File: src/rtl/eag_pkg.sv
package eag_pkg;
   typedef enum logic [1:0] {
      OPK_DREG = 2'd0,
      OPK_AREG = 2'd1,
      OPK_MEM  = 2'd2,
      OPK_IMM  = 2'd3
   } opk_t;

   localparam logic [1:0] SZ_BYTE = 2'b00;
   localparam logic [1:0] SZ_WORD = 2'b01;

   localparam logic [2:0] M_DDIR = 3'b000;
   localparam logic [2:0] M_ADIR = 3'b001;
   localparam logic [2:0] M_IND  = 3'b010;
   localparam logic [2:0] M_PINC = 3'b011;
   localparam logic [2:0] M_PDEC = 3'b100;
   localparam logic [2:0] M_DISP = 3'b101;
   localparam logic [2:0] M_IDX  = 3'b110;

   localparam logic [2:0] X_ABSW = 3'b000;
   localparam logic [2:0] X_ABSL = 3'b001;
   localparam logic [2:0] X_PCD  = 3'b010;
   localparam logic [2:0] X_PCX  = 3'b011;
   localparam logic [2:0] X_IMM  = 3'b100;

   localparam int NREG = 8;
endpackage

File: src/rtl/eag_step.sv
module eag_step #(
   parameter int AW       = 32,
   parameter int SP_IDX   = 7,
   parameter bit ALIGN_SP = 1'b1
) (
   input  logic [1:0]    size,
   input  logic [2:0]    rnum,
   output logic [AW-1:0] step
);
   import eag_pkg::*;

   logic [AW-1:0] natural_step;

   always_comb begin
      case (size)
         SZ_BYTE: natural_step = AW'(1);
         SZ_WORD: natural_step = AW'(2);
         default: natural_step = AW'(4);
      endcase
   end

   generate
      if (ALIGN_SP) begin : g_sp_align
         always_comb begin
            if (size == SZ_BYTE && rnum == 3'(SP_IDX)) step = AW'(2);
            else                                       step = natural_step;
         end
      end else begin : g_plain
         assign step = natural_step;
      end
   endgenerate
endmodule

File: src/rtl/eag_index.sv
module eag_index #(
   parameter int AW = 32
) (
   input  logic          use_areg,
   input  logic [2:0]    idx_num,
   input  logic          idx_long,
   input  logic [7:0]    disp_raw,
   input  logic [AW-1:0] a_arr [eag_pkg::NREG],
   input  logic [AW-1:0] d_arr [eag_pkg::NREG],
   output logic [AW-1:0] offset
);
   logic [AW-1:0] sel_reg;
   logic [AW-1:0] idx_val;
   logic [AW-1:0] disp_ext;

   assign sel_reg  = use_areg ? a_arr[idx_num] : d_arr[idx_num];
   assign idx_val  = idx_long ? sel_reg : AW'($signed(sel_reg[15:0]));
   assign disp_ext = AW'($signed(disp_raw));
   assign offset   = idx_val + disp_ext;
endmodule

File: src/rtl/eag_core.sv
module eag_core #(
   parameter int AW       = 32,
   parameter int SP_IDX   = 7,
   parameter bit ALIGN_SP = 1'b1
) (
   input  logic [2:0]    mode,
   input  logic [2:0]    regf,
   input  logic [1:0]    size,
   input  logic [15:0]   ext0,
   input  logic [15:0]   ext1,
   input  logic [AW-1:0] pc,
   input  logic [AW-1:0] a_arr [eag_pkg::NREG],
   input  logic [AW-1:0] d_arr [eag_pkg::NREG],
   output logic [AW-1:0] ea,
   output logic [1:0]    kind,
   output logic [1:0]    ext_n,
   output logic          illegal,
   output logic          wb_en,
   output logic [AW-1:0] wb_data
);
   import eag_pkg::*;

   logic [AW-1:0] step;
   logic [AW-1:0] idx_off;
   logic [AW-1:0] base_a;
   logic [AW-1:0] word_sx;

   eag_step #(.AW(AW), .SP_IDX(SP_IDX), .ALIGN_SP(ALIGN_SP)) u_step (
      .size (size),
      .rnum (regf),
      .step (step)
   );

   eag_index #(.AW(AW)) u_index (
      .use_areg (ext0[15]),
      .idx_num  (ext0[14:12]),
      .idx_long (ext0[11]),
      .disp_raw (ext0[7:0]),
      .a_arr    (a_arr),
      .d_arr    (d_arr),
      .offset   (idx_off)
   );

   assign base_a  = a_arr[regf];
   assign word_sx = AW'($signed(ext0));

   always_comb begin
      ea      = '0;
      kind    = OPK_MEM;
      ext_n   = 2'd0;
      illegal = 1'b0;
      wb_en   = 1'b0;
      wb_data = '0;
      case (mode)
         M_DDIR: kind = OPK_DREG;
         M_ADIR: kind = OPK_AREG;
         M_IND:  ea = base_a;
         M_PINC: begin
            ea      = base_a;
            wb_en   = 1'b1;
            wb_data = base_a + step;
         end
         M_PDEC: begin
            ea      = base_a - step;
            wb_en   = 1'b1;
            wb_data = base_a - step;
         end
         M_DISP: begin
            ea    = base_a + word_sx;
            ext_n = 2'd1;
         end
         M_IDX: begin
            ea    = base_a + idx_off;
            ext_n = 2'd1;
         end
         default: begin
            case (regf)
               X_ABSW: begin
                  ea    = word_sx;
                  ext_n = 2'd1;
               end
               X_ABSL: begin
                  ea    = AW'($signed({ext0, ext1}));
                  ext_n = 2'd2;
               end
               X_PCD: begin
                  ea    = pc + word_sx;
                  ext_n = 2'd1;
               end
               X_PCX: begin
                  ea    = pc + idx_off;
                  ext_n = 2'd1;
               end
               X_IMM: begin
                  kind  = OPK_IMM;
                  ea    = pc;
                  ext_n = (size[1]) ? 2'd2 : 2'd1;
               end
               default: illegal = 1'b1;
            endcase
         end
      endcase
   end
endmodule

File: src/rtl/eag_unit.sv
module eag_unit #(
   parameter int AW       = 32,
   parameter int SP_IDX   = 7,
   parameter bit ALIGN_SP = 1'b1
) (
   input  logic                       clk,
   input  logic                       rst_n,
   input  logic                       req_valid,
   input  logic [2:0]                 ea_mode,
   input  logic [2:0]                 ea_reg,
   input  logic [1:0]                 op_size,
   input  logic [15:0]                ext_w0,
   input  logic [15:0]                ext_w1,
   input  logic [AW-1:0]              pc_ext,
   input  logic [eag_pkg::NREG*AW-1:0] areg_bus,
   input  logic [eag_pkg::NREG*AW-1:0] dreg_bus,
   output logic                       rsp_valid,
   output logic [AW-1:0]              ea_out,
   output logic [1:0]                 opnd_kind,
   output logic [1:0]                 ext_count,
   output logic                       mode_bad,
   output logic                       wb_en,
   output logic [2:0]                 wb_reg,
   output logic [AW-1:0]              wb_val
);
   import eag_pkg::*;

   generate
      if (AW < 32) begin : g_bad_aw
         $error("eag_unit: AW must be at least 32");
      end
      if (SP_IDX < 0 || SP_IDX >= NREG) begin : g_bad_sp
         $error("eag_unit: SP_IDX out of range");
      end
   endgenerate

   logic [AW-1:0] a_arr [NREG];
   logic [AW-1:0] d_arr [NREG];

   generate
      for (genvar g = 0; g < NREG; g++) begin : g_unpack
         assign a_arr[g] = areg_bus[g*AW +: AW];
         assign d_arr[g] = dreg_bus[g*AW +: AW];
      end
   endgenerate

   logic [AW-1:0] c_ea;
   logic [1:0]    c_kind;
   logic [1:0]    c_ext;
   logic          c_bad;
   logic          c_wb;
   logic [AW-1:0] c_wbv;

   eag_core #(.AW(AW), .SP_IDX(SP_IDX), .ALIGN_SP(ALIGN_SP)) u_core (
      .mode    (ea_mode),
      .regf    (ea_reg),
      .size    (op_size),
      .ext0    (ext_w0),
      .ext1    (ext_w1),
      .pc      (pc_ext),
      .a_arr   (a_arr),
      .d_arr   (d_arr),
      .ea      (c_ea),
      .kind    (c_kind),
      .ext_n   (c_ext),
      .illegal (c_bad),
      .wb_en   (c_wb),
      .wb_data (c_wbv)
   );

   always_ff @(posedge clk) begin
      if (!rst_n) begin
         rsp_valid <= 1'b0;
         ea_out    <= '0;
         opnd_kind <= 2'd0;
         ext_count <= 2'd0;
         mode_bad  <= 1'b0;
         wb_en     <= 1'b0;
         wb_reg    <= 3'd0;
         wb_val    <= '0;
      end else begin
         rsp_valid <= req_valid;
         wb_en     <= req_valid & c_wb;
         if (req_valid) begin
            ea_out    <= c_ea;
            opnd_kind <= c_kind;
            ext_count <= c_ext;
            mode_bad  <= c_bad;
            wb_reg    <= ea_reg;
            wb_val    <= c_wbv;
         end
      end
   end

   a_r12_one_cycle: assert property (@(posedge clk) disable iff (!rst_n)
      req_valid |=> rsp_valid);
   a_r12_no_spurious: assert property (@(posedge clk) disable iff (!rst_n)
      !req_valid |=> !rsp_valid);
   a_r11_illegal_quiet: assert property (@(posedge clk) disable iff (!rst_n)
      (rsp_valid && mode_bad) |-> (!wb_en && ext_count == 2'd0));
   a_r3_wb_step: assert property (@(posedge clk) disable iff (!rst_n)
      wb_en |-> (wb_val == ea_out || (wb_val - ea_out) == AW'(1) ||
                 (wb_val - ea_out) == AW'(2) || (wb_val - ea_out) == AW'(4)));
   a_r1_reg_no_ext: assert property (@(posedge clk) disable iff (!rst_n)
      (rsp_valid && opnd_kind[1] == 1'b0) |-> (ext_count == 2'd0 && !wb_en));
   a_r8_ext_bound: assert property (@(posedge clk) disable iff (!rst_n)
      rsp_valid |-> ext_count != 2'd3);
   a_r4_wb_kind: assert property (@(posedge clk) disable iff (!rst_n)
      wb_en |-> (rsp_valid && opnd_kind == 2'd2));
endmodule

File: config.mk
export PLATFORM = sky130hd
export DESIGN_NAME = eag_unit
export DESIGN_NICKNAME = d
export VERILOG_FILES = /design/src/rtl/eag_pkg.sv /design/src/rtl/eag_step.sv /design/src/rtl/eag_index.sv /design/src/rtl/eag_core.sv /design/src/rtl/eag_unit.sv
export SDC_FILE = /design/constraint.sdc
export NUM_CORES = 1
export LEC_CHECK = 0
export CORE_AREA = 2 2 254 256
export CTS_BUF_LIST = sky130_fd_sc_hd__clkbuf_4
export CTS_CLUSTER_SIZE = 25
export DETAILED_ROUTE_END_ITERATION = 6
export DIE_AREA = 0 0 256 258
export GPL_TIMING_DRIVEN = 0
export SYNTH_ARGS = -nofsm -noshare
export SYNTH_HDL_FRONTEND = slang
export SYNTH_HIERARCHICAL = 1
export SYNTH_SLANG_ARGS = --single-unit
File: constraint.sdc
create_clock -name clk -period 11.6 [get_ports clk]
set_input_delay 2.32 -clock clk [delete_from_list [all_inputs] [get_ports clk]]
set_output_delay 2.32 -clock clk [all_outputs]
set_load 0.02 [all_outputs]
==> impl_metrics.tcl <==
set metrics [dict create \
    synthTopCellsByArea "mux4_2 (25%), ha_1 (10%), dfxtp_1 (7.5%), mux2i_1 (4.8%), a21oi_1 (4.4%)" \
    antenna_found_initial 22 \
    tns_ns 0 \
    clk_pin_slew_ns 0.14 \
    skew_ns 0 \
    netlist_top_cells_count "mux4_2 (221), a21oi_1 (175), nand2_1 (175), ha_1 (160), nor2_1 (127)" \
    setup.worst_path.end "ea_out[24]" \
    cts_buffers 9 \
    gp_congestion 1.007 \
    top_layer "met5" \
    die_y_um 258 \
    drtIter0Drc 2105 \
    max_freq_mhz 91.84 \
    post-cts-setup-buffers 0 \
    rsz0062_at_grt "false" \
    yosys_warnings 6 \
    root_buffer "clkbuf_4" \
    fp.dieW_um 256 \
    holdBufCountCts 0 \
    clkLatencyLatePin_ns 0.53 \
    finalCritPeriodShare_pct 93.87 \
    p_leak_nw 10.82 \
    syn_inst 2262 \
    synthArstFlopShare_pct 0 \
    die_area_um2 66050 \
    fin_nets 3711 \
    ir_drop_uv 46.07 \
    required_ns 12.02 \
    avgSynthCellArea_um2 8.782 \
    p_seq_share_pct 12.4 \
    grt_use_total_pct 35.38 \
    powerDensity_nw_per_um2 84.74 \
    min_period_ns 10.89 \
    slew_viol_final 0 \
    critPathLaunchType "input port" \
    clkPwrFrac_pct 8.1 \
    synth_seq_area_share_pct 7.457 \
    cts_buffer_depth 2 \
    yosysMostFrequentCell "mux4_2" \
    path_class "in -> reg" \
    pwr-share-comb_pct 79.5 \
    grt_pass1_wl_mm 168.6 \
    worstPathMaxFanout 10 \
    port-buffer-count 657 \
    cts_tree "yes" \
    total_power_mw 2.356 \
    dp_hpwl_mm 104.0 \
    synth_top_area_cell "mux4_2" \
    final-hold-violation-count 0 \
    syn_area_um2 19870 \
    cts.htree.levels 3 \
    crit_arrival_ns 11.31 \
    start_util_pct 31.21 \
    power_switching_mw 1.182 \
    grt_pass1_vias 23060 \
    drt-met1-wl_mm 49.07 \
    wl_per_cell_um 31.28 \
    r2r-start "ea_out[12]" \
    r2r_cells 2 \
    ios 661 \
    hold_path.class "reg -> reg" \
    outcome "finished clean" \
    synth_seq_cells 74 \
    maxSlewHeadroom_pct 15.59 \
    timing.rr.end "ea_out[12]" \
    timing.reg2reg.setup_slack_ns 10.86 \
    crit_start "ext_w0[13]" \
    p_int_mw 1.174 \
    grt.overflow.total 0 \
    finalSetupViolations 0 \
    vias 22810 \
    synth-main-ff-cell "dfxtp_1" \
    netlist.area_leader.share_pct 25.06 \
    drtPass1Iterations 6 \
    p_sw_share_pct 50.15 \
    fillers 6400 \
    maxCapViolCount 0 \
    holdWs_ns 0.5334 \
    drt-total-wl_mm 119.9 \
    ys_types 99 \
    drc 0 \
    wl_met3_mm 9.842 \
    drive_above_1_share_pct 13.29 \
    grt_max_degree 30 \
    num_rows 93 \
    wl_met2_mm 56.59 \
    placeableCoreArea_um2 63650 \
    cts_sinks 74 \
    ant_nets 0 \
    worstMarginPinSlew_ns 1.266 \
    synth_edf_count 0 \
    area_delta_synth_final_pct 39.94 \
    vias_per_cell 5.953 \
    cts_resized 0 \
    cp-end-kind "register" \
]
-- metrics by stage --
stage | worst slack, ns | cell area [um^2] | utilization (%) | std cells
after floorplan | 3.554 | 19970 | - | 2290
after global placement | 0.5422 | 27620 | 43.39 | 3802
after detailed placement | 0.4618 | 27620 | 43.40 | 3803
after CTS | 1.085 | 27770 | 43.63 | 3819
after global routing | 0.5905 | 27780 | 43.64 | 3824
final | 0.7113 | 27800 | 43.68 | 3832
-- final cells by class --
class | instances | area [um^2] | share of cell area [%]
diodes | 13 | 32.53 | 0.1170
plain buffers | 197 | 994.7 | 3.578
clock buffers | 9 | 67.56 | 0.2430
clock inverters | 7 | 82.58 | 0.2971
inverters | 93 | 349.1 | 1.256
multi-input cells | 1926 | 17150 | 61.68
flip-flops and latches | 74 | 1481 | 5.329
well taps | 855 | 1070 | 3.848
repair buffers | 658 | 6576 | 23.66
-- power by group through the flow --
stage	Combinational [mW]	Sequential (mW)	Clock, mW
floorplan	1.10	0.322	0
global placement	1.81	0.297	0
detailed placement	1.82	0.297	0
CTS	1.83	0.292	0.202
global route	1.99	0.295	0.207
finish	1.87	0.292	0.191
-- worst max-delay path, cell delays in order --
cell	delay, ns
clkdlybuf4s50_1	0.75
clkbuf_1	0.49
clkbuf_1	0.64
clkbuf_1	0.86
mux4_2	0.44
mux4_2	0.48
ha_1	0.21
inv_1	0.08
fa_1	0.23
nor2b_1	0.08
o2111a_1	0.25
o211ai_1	0.40
nand2_1	0.17
xor2_1	0.23
nand2_1	0.09
nand2_1	0.06
ha_1	0.37
and3_4	0.25
nand2_1	0.06
o311ai_1	0.40
o211ai_1	0.21
a2111oi_1	0.96
o41ai_1	0.23
xnor2_1	0.18
a221oi_1	0.35
o211ai_1	0.22
mux2i_1	0.19
nor2b_1	0.06
-- worst min-delay path by stage --
stage | endpoint | from | slack [ns] | depth (start not counted)
floorplan | ea_out[29] | ea_out[29] | 0.59 | 2
global placement | wb_val[30] | wb_val[30] | 0.50 | 2
CTS | wb_val[12] | wb_val[12] | 0.53 | 2
global route | wb_val[24] | wb_val[24] | 0.56 | 2
finish | wb_val[12] | wb_val[12] | 0.53 | 2
detailed placement | wb_val[12] | wb_val[12] | 0.50 | 2
-- cells in the final DEF, fill, tap and decap left out, types with 14 or more instances in the layout --
master	synthesis	layout
ha_1	160	160
conb_1	1	29
buf_2	26	28
nor2_1	127	127
mux2_2	49	49
o21a_1	16	16
xor2_1	38	38
a21oi_1	175	175
clkdlybuf4s50_1	0	656
a31oi_1	21	21
dfxtp_1	74	74
mux4_2	221	221
a221oi_1	38	38
inv_1	90	90
nand2_1	175	175
a21o_1	96	96
nand3_1	25	25
o21ai_0	98	98
nand2b_1	19	19
clkbuf_1	114	114
a211oi_1	19	19
o21bai_1	28	28
and3_1	15	15
buf_4	31	31
o211ai_1	31	31
nor3_1	32	32
nand4_1	19	19
o22ai_1	21	21
and2_1	19	19
mux2i_1	95	95
buf_1	14	14
xnor2_1	78	78
nor2b_1	93	93
-- per-layer routing --
layer	vias to the layer above	GRT usage (%)
li1	10100	-
met3	159	6.910
met2	1264	60.36
met4	10	11.48
met5	-	0
met1	11280	44.88
-- kinds of logic after synthesis --
group / Yosys count / share of synthesized area [%]
compound gates: 675 / 23.13
mux: 365 / 32.62
other cells: 1 / 0.01888
xor+xnor: 117 / 5.196
flops: 74 / 7.457
fa+ha+maj: 165 / 10.58
simple gates: 575 / 14.23
buf+inv: 290 / 6.764
(Power assumes the default switching activity.)
